**src/rtl/torus_rt_pkg.sv**
```systemverilog
package torus_rt_pkg;

    localparam int FLIT_W_DEF = 8;
    localparam int NUM_OUT    = 3;

    // where the packet is within its header
    typedef enum logic [1:0] {
        ST_XHDR  = 2'd0,
        ST_YHDR  = 2'd1,
        ST_YPASS = 2'd2,
        ST_BODY  = 2'd3
    } rt_state_e;

    // destination; value minus one is the output index
    typedef enum logic [1:0] {
        DST_NONE = 2'd0,
        DST_X    = 2'd1,
        DST_Y    = 2'd2,
        DST_PROC = 2'd3
    } rt_dst_e;

    typedef struct packed {
        rt_state_e state;
        rt_dst_e   dst;
    } rt_ctx_t;

    localparam rt_ctx_t CTX_IDLE = '{state: ST_XHDR, dst: DST_NONE};

    function automatic rt_dst_e dst_of_index(input int idx);
        return rt_dst_e'(idx + 1);
    endfunction

endpackage

```
**src/rtl/rt_hdr_decode.sv**
```systemverilog
module rt_hdr_decode
    import torus_rt_pkg::*;
#(
    parameter int W = FLIT_W_DEF
) (
    input  rt_ctx_t        ctx,
    input  logic [W-1:0]   flit,
    output rt_dst_e        dst,
    output logic           drop,
    output logic [W-1:0]   out_flit,
    output rt_ctx_t        ctx_nxt
);
    localparam logic [W-1:0] ONE = W'(1);

    logic flit_zero;
    assign flit_zero = (flit == '0);

    always_comb begin
        dst      = ctx.dst;
        drop     = 1'b0;
        out_flit = flit;
        ctx_nxt  = ctx;
        unique case (ctx.state)
            ST_XHDR: begin
                if (!flit_zero) begin
                    dst      = DST_X;
                    out_flit = flit - ONE;
                    ctx_nxt  = '{state: ST_YPASS, dst: DST_X};
                end else begin
                    dst     = DST_NONE;
                    drop    = 1'b1;
                    ctx_nxt = '{state: ST_YHDR, dst: DST_NONE};
                end
            end
            ST_YHDR: begin
                if (!flit_zero) begin
                    dst      = DST_Y;
                    out_flit = flit - ONE;
                    ctx_nxt  = '{state: ST_BODY, dst: DST_Y};
                end else begin
                    dst     = DST_NONE;
                    drop    = 1'b1;
                    ctx_nxt = '{state: ST_BODY, dst: DST_PROC};
                end
            end
            ST_YPASS: begin
                ctx_nxt = '{state: ST_BODY, dst: ctx.dst};
            end
            ST_BODY: begin
                if (flit_zero) ctx_nxt = CTX_IDLE;
            end
            default: ctx_nxt = CTX_IDLE;
        endcase
    end

endmodule

```
**src/rtl/rt_route_fsm.sv**
```systemverilog
module rt_route_fsm
    import torus_rt_pkg::*;
#(
    parameter int W = FLIT_W_DEF
) (
    input  logic          clk,
    input  logic          rst,
    input  logic          fire,
    input  logic [W-1:0]  flit,
    input  rt_ctx_t       ctx_nxt,
    output rt_ctx_t       ctx
);
    always_ff @(posedge clk) begin
        if (rst)       ctx <= CTX_IDLE;
        else if (fire) ctx <= ctx_nxt;
    end

    // closing zero flit in the body returns to x header wait
    a_r8_tail_rearms: assert property (@(posedge clk) disable iff (rst)
        (ctx.state == ST_BODY && fire && flit == '0) |=> (ctx.state == ST_XHDR));

    // body flits that are not the tail keep the chosen output
    a_r8_route_held: assert property (@(posedge clk) disable iff (rst)
        (ctx.state == ST_BODY && !(fire && flit == '0)) |=>
            (ctx.state == ST_BODY && $stable(ctx.dst)));

    // nothing advances without a handshake
    a_r7_hold_on_stall: assert property (@(posedge clk) disable iff (rst)
        !fire |=> $stable(ctx));

    // the y count forwarded in x mode leads into the body on x
    a_r3_ypass_to_body: assert property (@(posedge clk) disable iff (rst)
        (ctx.state == ST_YPASS && fire) |=> (ctx.state == ST_BODY && ctx.dst == DST_X));

endmodule

```
**src/rtl/rt_out_demux.sv**
```systemverilog
module rt_out_demux
    import torus_rt_pkg::*;
#(
    parameter int W     = FLIT_W_DEF,
    parameter int N_OUT = NUM_OUT
) (
    input  logic                     clk,
    input  logic                     rst,
    input  logic                     in_valid,
    input  logic                     drop,
    input  rt_dst_e                  dst,
    input  logic [W-1:0]             flit,
    input  logic [N_OUT-1:0]         o_ready,
    output logic [N_OUT-1:0]         o_valid,
    output logic [N_OUT-1:0][W-1:0]  o_flit,
    output logic                     in_ready
);
    logic [N_OUT-1:0] hit;

    for (genvar i = 0; i < N_OUT; i++) begin : g_out
        assign hit[i]     = (dst == dst_of_index(i));
        assign o_valid[i] = in_valid && !drop && hit[i];
        assign o_flit[i]  = flit;
    end

    assign in_ready = drop || (|(hit & o_ready));

    // never two outputs at once
    a_r9_single_output: assert property (@(posedge clk) disable iff (rst)
        $onehot0(o_valid));

    // a dropped hop count shows on no output
    a_r4_drop_silent: assert property (@(posedge clk) disable iff (rst)
        (in_valid && drop) |-> (o_valid == '0 && in_ready));

    // a blocked output blocks the input
    a_r7_backpressure: assert property (@(posedge clk) disable iff (rst)
        ((o_valid & ~o_ready) != '0) |-> !in_ready);

endmodule

```
**src/rtl/torus_route_unit.sv**
```systemverilog
module torus_route_unit
    import torus_rt_pkg::*;
#(
    parameter int FLIT_W = FLIT_W_DEF
) (
    input  logic              clk,
    input  logic              rst,
    input  logic [FLIT_W-1:0] in_flit,
    input  logic              in_valid,
    output logic              in_ready,
    output logic [FLIT_W-1:0] xo_flit,
    output logic              xo_valid,
    input  logic              xo_ready,
    output logic [FLIT_W-1:0] yo_flit,
    output logic              yo_valid,
    input  logic              yo_ready,
    output logic [FLIT_W-1:0] po_flit,
    output logic              po_valid,
    input  logic              po_ready
);
    rt_ctx_t                      ctx, ctx_nxt;
    rt_dst_e                      dst;
    logic                         drop;
    logic [FLIT_W-1:0]            rw_flit;
    logic [NUM_OUT-1:0]           o_valid, o_ready;
    logic [NUM_OUT-1:0][FLIT_W-1:0] o_flit;
    logic                         fire;

    assign fire = in_valid && in_ready;

    rt_hdr_decode #(.W(FLIT_W)) u_dec (
        .ctx      (ctx),
        .flit     (in_flit),
        .dst      (dst),
        .drop     (drop),
        .out_flit (rw_flit),
        .ctx_nxt  (ctx_nxt)
    );

    rt_route_fsm #(.W(FLIT_W)) u_fsm (
        .clk     (clk),
        .rst     (rst),
        .fire    (fire),
        .flit    (in_flit),
        .ctx_nxt (ctx_nxt),
        .ctx     (ctx)
    );

    assign o_ready = {po_ready, yo_ready, xo_ready};

    rt_out_demux #(.W(FLIT_W), .N_OUT(NUM_OUT)) u_dmx (
        .clk      (clk),
        .rst      (rst),
        .in_valid (in_valid),
        .drop     (drop),
        .dst      (dst),
        .flit     (rw_flit),
        .o_ready  (o_ready),
        .o_valid  (o_valid),
        .o_flit   (o_flit),
        .in_ready (in_ready)
    );

    assign xo_valid = o_valid[0];
    assign yo_valid = o_valid[1];
    assign po_valid = o_valid[2];
    assign xo_flit  = o_flit[0];
    assign yo_flit  = o_flit[1];
    assign po_flit  = o_flit[2];

    // a non-zero x count leaves on x one lower
    a_r2_x_decrement: assert property (@(posedge clk) disable iff (rst)
        (ctx.state == ST_XHDR && in_valid && in_flit != '0) |->
            (xo_valid && xo_flit == in_flit - FLIT_W'(1)));

    // a non-zero y count after a dropped x leaves on y one lower
    a_r5_y_decrement: assert property (@(posedge clk) disable iff (rst)
        (ctx.state == ST_YHDR && in_valid && in_flit != '0) |->
            (yo_valid && yo_flit == in_flit - FLIT_W'(1)));

    // processor output only carries body flits
    a_r6_proc_body_only: assert property (@(posedge clk) disable iff (rst)
        po_valid |-> (ctx.state == ST_BODY));

endmodule

```
**config.mk**
```make
export PLATFORM = sky130hd
export DESIGN_NAME = torus_route_unit
export DESIGN_NICKNAME = d
export VERILOG_FILES = /design/src/rtl/torus_rt_pkg.sv /design/src/rtl/rt_hdr_decode.sv /design/src/rtl/rt_route_fsm.sv /design/src/rtl/rt_out_demux.sv /design/src/rtl/torus_route_unit.sv
export SDC_FILE = /design/constraint.sdc
export NUM_CORES = 1
export LEC_CHECK = 0
export ABC_AREA = 1
export BUFFER_PORTS_ARGS = -buffer_cell sky130_fd_sc_hd__buf_2
export CAP_MARGIN = 5
export CORE_ASPECT_RATIO = 1.25
export CORE_MARGIN = 8
export CORE_UTILIZATION = 45
export DETAILED_ROUTE_END_ITERATION = 12
export GPL_ROUTABILITY_DRIVEN = 0
export PLACE_DENSITY = 0.8
export SETUP_SLACK_MARGIN = 0.4
export SLEW_MARGIN = 40
export SYNTH_ARGS = -nofsm -noshare
export SYNTH_HDL_FRONTEND = slang
export SYNTH_SLANG_ARGS = --single-unit
```
**constraint.sdc**
```tcl
create_clock -name clk -period 2 [get_ports clk]
set_input_delay 0.3 -clock clk [delete_from_list [all_inputs] [get_ports clk]]
set_output_delay 0.3 -clock clk [all_outputs]
set_load 0.1 [all_outputs]
```
==> results of run 1 <==
## logic make-up after synthesis
| family | count (synthesis) |
|---|---|
| AO/OA/AOI/OAI | 15 |
| adder cells (fa/ha/maj) | 7 |
| flip-flops | 4 |
| AND/OR/NAND/NOR | 60 |
| buffers and inverters | 43 |
| XOR/XNOR | 2 |
## cell usage after synthesis, types with 2 or more instances
cell type	count	area (um^2)
buf_4	16	120.1
nor2_2	6	37.54
nor2_4	3	33.78
nand3_1	4	20.02
dfxtp_1	4	80.08
o21ai_0	5	25.02
nand4_1	3	18.77
xor2_1	2	17.52
nor2_1	14	52.55
nor3_1	3	15.01
nand3_2	3	30.03
o21ai_1	2	10.01
ha_1	7	87.58
a21oi_1	5	25.02
nand2_1	18	67.56
inv_1	25	93.84
nand2_2	4	25.02
## stage by stage
step	area (um^2)	setup WS (ns)	util (%)	TNS, ns
floorplan	1224	-0.4851	-	-5.305
global placement	1593	0.07345	91.32	0
detailed placement	1593	-0.009435	91.32	-0.02548
==> flow_summary.toml, run 1 <==
[die]
initial_core_util_pct = 46.99
num_rows = 17
dieHeight_um = 63.72
die_w_um = 54.17
ios = 42

[logic_synthesis]
synth_edf_count = 0
synth_top_family_by_area = "simple AND/OR/NAND/NOR gates"
synth-simple-area-share_pct = 38.93
synth_compound_area_share_pct = 11.45
synth_mux_area_share_pct = 0
async_flop_share_pct = 0
synth_nets = 152
yosysUniqueCellTypes = 24
seq_area_frac_synth_pct = 9.771
ys_ff_latch = 4
postSynthCellCount = 131
yosys.area_share.xor_xnor_pct = 2.137
synth_area_per_cell_um2 = 6.256
yosys_most_used_dff = "dfxtp_1"
post_synth_fa_ha_maj_area_fraction_pct = 10.69
netlist_area_um2 = 819.5
yosysWarnings = 0

[clock_network]
numClockSinks = 4
cts_buffer_depth = 2
htreeDepth = 1
post-cts-setup-buffers = 11
cts-resized-gates = 29
hold_buffers = 0
clock_tree.root_cell = "clkbuf_4"
cts_buffers = 3

[place]
place_inst = 177
portBuffers = 41
place_hpwl_um = 2620

[outcome]
error_message = "[ERROR DPL-0038] Utilization greater than 100%, impossible to legalize"
stop_stage = "4_1_cts"
status = "did not finish"
==> run 2, diff against run 1 <==
Settings changed: CORE_AREA from default to 8 8 69 71, CORE_ASPECT_RATIO 1.25 to default, CORE_MARGIN 8 to default, CORE_UTILIZATION 45 to default, DIE_AREA from default to 0 0 77 79, PLACE_DENSITY 0.8 to default, PLACE_DENSITY_LB_ADDON from default to 0.15, SETUP_SLACK_MARGIN 0.4 to default.
==> run 2 against run 1 <==
The flow now finishes, with violations (negative setup slack). Synthesized cell count unchanged. Area after synthesis stayed put.
==> flow_summary.toml, run 2 <==
[outcome]
status = "finished, violations left"
violations = "negative setup slack"

[sta]
setup_viol = 18
hold_viol_final = 0
finClkSkew_ns = 0.002624
fin_crit_ns = 2.059
post-route-period-util_pct = 103.0
worstMarginPinSlew_ns = 0.3906
fmax_ghz = 0.4857
rsz0062_at_grt = "yes"
max_slew_margin_pct = 73.86
drv_slew = 0
setup_ws_ns = -0.05901

[logic_synthesis]
yosysWarnings = 0
synth_nets = 152
synth_area_per_cell_um2 = 6.256
seq_area_frac_synth_pct = 9.771
synth_top_area_share_pct = 14.66
yosys_most_used_dff = "dfxtp_1"
ys_ff_latch = 4
netlist_area_um2 = 819.5
synth_edf_count = 0
synth_top_area_cell = "buf_4"
yosysUniqueCellTypes = 24
ys_top_cells_by_count = "25 x inv_1, 18 x nand2_1, 16 x buf_4, 14 x nor2_1, 7 x ha_1"
yosys.cell_count.top_type = "inv_1"
async_flop_share_pct = 0
postSynthCellCount = 131
synthTopCellsByArea = "buf_4 15%, inv_1 11%, ha_1 11%"

[power]
ir_worst_vdd_mv = 0.6187
p_leak_nw = 0.8905
p_per_area_nw_per_um2 = 1014

[die]
ios = 42
die_w_um = 77
die_area_um2 = 6083
coreArea_um2 = 3799
num_rows = 23
dieHeight_um = 79
initial_core_util_pct = 21.57

[drt]
dr.first_iter.drc_count = 9
vias = 927
drc_errors = 0
drt-pass1-iter-count = 4
routed_wl_um = 2505
wl_per_cell_um = 11.18
ant_nets = 0
viasPerCell = 4.138

[layout]
layout_commonest_cell = "buf_12"
antenna_cells = 0
final_area_um2 = 1902
final_net_count = 196
largest_reg_flops = 4
fillers = 365
drive_gt1_share_pct = 70.11
regMostFlops = "u_fsm.ctx"
top_regs = "u_fsm.ctx: 4 flops"
area_growth_pct = 132.1
layout_common_cells = "29 x buf_12, 17 x inv_1, 13 x nor2_1, 13 x buf_2, 10 x buf_4"

[global_routing]
grt_antenna_before_repair = 0
grt_pass1_vias = 1010
grt_pass1_wl_um = 4347
overflow = 0
globalRouteTotalUtil_pct = 8.522
grt_max_degree = 7

[place]
place_hpwl_um = 2131
place_area_um2 = 1624
portBuffers = 41
pre_cts_ws_ns = 0.03817

[worst_setup_path]
end_kind = "output port"
cp-start-kind = "register"
worstSetupPathType = "register to output port"
crit_required_ns = 1.70
critPathArrivalTime_ns = 1.76
crit_path_max_fanout = 6

[worst_hold_path]
min_path_type = "primary input to register"

[clock_network]
cts_buffers = 3
worstSkewPairLatency_ns = 0.22
cts_buffer_depth = 2
numClockSinks = 4
hold_buffers = 0
cts_tree = "built"
htreeDepth = 1
clk_pin_slew_worst_paths_ns = 0.03
clock_tree.root_cell = "clkbuf_8"

[run]
drv_cap = 0
run 2: cell counts after synthesis:
No cell type changed its count.
run 2: worst paths after layout:
| kind | startpoint | end | slack, ns | cells after the start |
|---|---|---|---|---|
| max reg2reg | u_fsm.ctx[3]$_SDFFE_PP0P_ | u_fsm.ctx[1]$_SDFFE_PP0P_ | 0.33 | 14 |
| min | rst | u_fsm.ctx[3]$_SDFFE_PP0P_ | 0.34 | 4 |
| min reg2reg | u_fsm.ctx[1]$_SDFFE_PP0P_ | u_fsm.ctx[1]$_SDFFE_PP0P_ | 0.55 | 4 |
| max | u_fsm.ctx[3]$_SDFFE_PP0P_ | yo_flit[6] | -0.06 | 9 |
run 2: cells by family (layout without fill, tap and decap cells):
logic type | count (synthesis) | after routing | synth area share, %
flip-flops | 4 | 4 | 9.771
adder cells (fa/ha/maj) | 7 | 7 | 10.69
buffers and inverters | 43 | 86 | 27.02
XOR/XNOR | 2 | 2 | 2.138
AND/OR/NAND/NOR | 60 | 60 | 38.93
AO/OA/AOI/OAI | 15 | 15 | 11.45
run 2: cell type report:
type,instances,area (um^2),share of cell area (%)
clock buffers,4,45.04,2.368
inverters,27,118.9,6.250
multi-input cells,84,833.3,43.82
flip-flops and latches,4,87.58,4.605
well taps,50,62.56,3.289
repair buffers,55,754.5,39.67
run 2: critical path: stages (launching register included):
cell and delay (ns):
dfxtp_4 0.36, inv_6 0.04, ha_4 0.16, nor2_4 0.18, nor2_4 0.08, nand2_4 0.14, inv_4 0.06, nor3b_4 0.19
buf_6 0.15, buf_12 0.17
run 2: metrics by stage:
| step | hold WS, ns | std cells | power [mW] | TNS [ns] | utilization, % |
|---|---|---|---|---|---|
| floorplan | 0.4694 | 131 | 1.354 | -5.305 | - |
| finish | 0.3406 | 224 | 1.928 | -0.7860 | 50.07 |
| detailed placement | 0.5292 | 209 | 1.644 | 0 | 42.75 |
| CTS | 0.3400 | 222 | 1.917 | -1.232 | 48.98 |
| global placement | 0.5167 | 209 | 1.634 | 0 | 42.75 |
| global route | 0.3800 | 224 | 2.014 | -2.122 | 50.07 |
run 2: power breakdown:
group	internal, mW	leakage [nW]	switching (mW)	total [mW]
Sequential	0.0987	0.0342	0.0200	0.119
Clock	0.136	0.0228	0.0452	0.182
Combinational	0.569	0.833	1.06	1.63
run 2: per-layer routing:
layer,global-route usage (%),wire length [um],vias to the layer above
li1,-,-,473
met4,3.396,31,0
met1,7.617,887,429
met3,1.467,99,3
met5,0,0,-
met2,18.18,1485,22
run 2: repair_timing:
| item | CTS | global route |
|---|---|---|
| setup endpoints to repair | 25 | 28 |
| setup buffers | 9 | 2 |
| gates resized for setup | 29 | 7 |
| pin swaps | 10 | 3 |
Power figures use the tool's default switching activity.
==> run 3, diff against run 2 <==
Settings changed: SYNTH_HIERARCHICAL from default to 1.
==> run 3 against run 2 <==
The run now ends clean. Total power shrank 36%. Maximum frequency grew 10%. Non-clock buffer count shrank 6. Sequential share of layout area grew 1.0 points. Clock-buffer cell count shrank 1. Design area shrank 24%. Wire length shrank 15%. Sequential power shrank 8%. Register-to-register slack gained 0.03 ns. Combinational power shrank 41%. First-iteration DRC count grew 67%. Core utilization shrank 12 points.
==> flow_summary.toml, run 3 <==
[drt]
dr.first_iter.drc_count = 15
wl_per_cell_um = 10.04
drt-pass1-iter-count = 4
vias = 804
routed_wl_um = 2139
viasPerCell = 3.775
drc_errors = 0
ant_nets = 0

[die]
coreArea_um2 = 3799
die_w_um = 77
initial_core_util_pct = 19.76
num_rows = 23
ios = 42
dieHeight_um = 79
die_area_um2 = 6083

[clock_network]
cts_buffer_depth = 2
worstSkewPairLatency_ns = 0.21
htreeDepth = 1
post-cts-setup-buffers = 0
clk_pin_slew_worst_paths_ns = 0.03
clock_tree.root_cell = "clkbuf_8"
cts_tree = "built"
cts_buffers = 3
numClockSinks = 4

[place]
place_hpwl_um = 1968
portBuffers = 41
pre_cts_ws_ns = 0.05663

[layout]
fillers = 411
final_util_pct = 37.98
drive_gt1_share_pct = 51.53
regMostFlops = "u_fsm/ctx"
antenna_cells = 0
largest_reg_flops = 4
top_regs = "u_fsm/ctx: 4 flops"
final_net_count = 180
area_growth_pct = 92.17
layout_common_cells = "31 x nand2_1, 28 x buf_12, 15 x nor2_1"
layout_commonest_cell = "nand2_1"

[logic_synthesis]
synthTopCellsByArea = "buf_4 24%, nand2_1 18%, dfxtp_1 11%"
yosysUniqueCellTypes = 19
seq_area_frac_synth_pct = 10.67
yosys_most_used_dff = "dfxtp_1"
ys_ff_latch = 4
synth_nets = 151
synth_top_area_share_pct = 24.00
async_flop_share_pct = 0
ys_top_cells_by_count = "35 x nand2_1, 24 x buf_4, 17 x inv_1, 16 x nor2_1, 8 x nand3_1"
synth_top_area_cell = "buf_4"
yosysWarnings = 6
yosys.cell_count.top_type = "nand2_1"
postSynthCellCount = 136
netlist_area_um2 = 750.7
synth_area_per_cell_um2 = 5.520
synth_edf_count = 0

[worst_setup_path]
cp_slowest_cell = "dfxtp_2"
rr_endpoint = "u_fsm/ctx[1]$_SDFFE_PP0P_"
crit_path_max_fanout = 8
worst-r2r-setup-slack_ns = 0.36
path_cells = "inv_2 -> nand2_1 -> o21ai_4 -> inv_2 -> nand3_1 -> nand2_1 -> inv_1 -> nand2_4 -> buf_12"
end_kind = "output port"
critical_path.top_delay_family = "buffers and inverters"
crit_buf_inv = 4
reg2reg_depth = 13
cp.depth = 9
crit_required_ns = 1.70
cpPeakStageDelay_ns = 0.36
critPathArrivalTime_ns = 1.57
worstSetupPathType = "register to output port"
cp-start-kind = "register"
timing.rr.start = "u_fsm/ctx[3]$_SDFFE_PP0P_"

[global_routing]
overflow = 0
globalRouteTotalUtil_pct = 7.195
grt_pass1_vias = 827
grt_max_degree = 9
grt_pass1_wl_um = 3650
grt_antenna_before_repair = 0

[sta]
setup_ws_ns = 0.1333
drv_slew = 0
fin_tns_setup_ns = 0
rsz0062_at_grt = "no"
fmax_ghz = 0.5357
worstMarginPinSlew_ns = 0.3797
finClkSkew_ns = 0.002064
setup_viol = 0
fin_crit_ns = 1.867
post-route-period-util_pct = 93.34
max_slew_margin_pct = 74.70
hold_slack_ns = 0.3366
hold_viol_final = 0

[worst_hold_path]
min_path_type = "primary input to register"
holdPathStages = 4
hold_end = "u_fsm/ctx[3]$_SDFFE_PP0P_"
holdCritStartpoint = "rst"

[power]
ir_worst_vdd_mv = 0.4075
p_per_area_nw_per_um2 = 854.7
p_total_mw = 1.233
p_leak_nw = 0.7263

[run]
drv_cap = 0

[outcome]
status = "finished, final reports clean"
[run 3: cell families after synthesis]
group / count (synthesis) / share of synthesized area, %
AND/OR/NAND/NOR: 74 / 43.67
buffers and inverters: 48 / 37.00
AO/OA/AOI/OAI: 7 / 4.665
flip-flops: 4 / 10.67
XOR/XNOR: 2 / 2.334
adder cells (fa/ha/maj): 1 / 1.666
[run 3: cell type report]
class | count | area, um^2 | share of cell area, %
sequential | 4 | 81.33 | 5.637
tap | 50 | 62.56 | 4.337
clock buffer | 3 | 41.29 | 2.862
timing repair buffer | 49 | 685.7 | 47.53
multi-input combinational | 84 | 485.5 | 33.65
inverter | 23 | 86.33 | 5.984
[run 3: report_power, final]
group / internal (mW) / leakage (nW) / total [mW] / switching, mW
Combinational: 0.317 / 0.671 / 0.958 / 0.642
Clock: 0.128 / 0.0216 / 0.166 / 0.0382
Sequential: 0.0931 / 0.0333 / 0.109 / 0.0157
[run 3: layer usage]
layer | GRT usage, % | part of all wire (%)
met5 | 0 | 0
met4 | 2.830 | 0
met3 | 1.242 | 3.5
met2 | 13.68 | 55
met1 | 7.733 | 42
[run 3: repair_timing]
| action | 4_1_cts | 5_1_grt |
|---|---|---|
| setup endpoints to repair | 3 | 13 |
| hold buffers | 0 | 0 |
| resized for setup | 1 | 3 |
[run 3: worst max-delay path by stage]
stage | slack (ns) | to | from
2_1_floorplan | 0.02 | po_valid | in_flit[0]
3_3_place_gp | 0.07 | yo_flit[1] | in_flit[0]
3_5_place_dp | 0.06 | po_flit[1] | in_flit[0]
4_1_cts | 0.01 | in_ready | u_fsm/ctx[3]$_SDFFE_PP0P_
5_1_grt | 0.01 | in_ready | u_fsm/ctx[3]$_SDFFE_PP0P_
6_report | 0.13 | in_ready | u_fsm/ctx[3]$_SDFFE_PP0P_
[run 3: stage by stage]
stage	area, um^2	cells
2_1_floorplan	833.3	136
4_1_cts	1435	213
3_3_place_gp	1390	210
5_1_grt	1443	213
6_report	1443	213
3_5_place_dp	1390	210
[run 3: worst register-to-register path, stage by stage (launching register included)]
cell and delay (ns):
dfxtp_2 0.42, inv_2 0.10, nand2_1 0.14, o21ai_4 0.09
inv_2 0.12, nand3_1 0.08, nand2_1 0.07, inv_1 0.06
nand2_4 0.06, nand2_1 0.05, inv_1 0.17, nand2_1 0.08
nand2_1 0.06, nor2_1 0.04
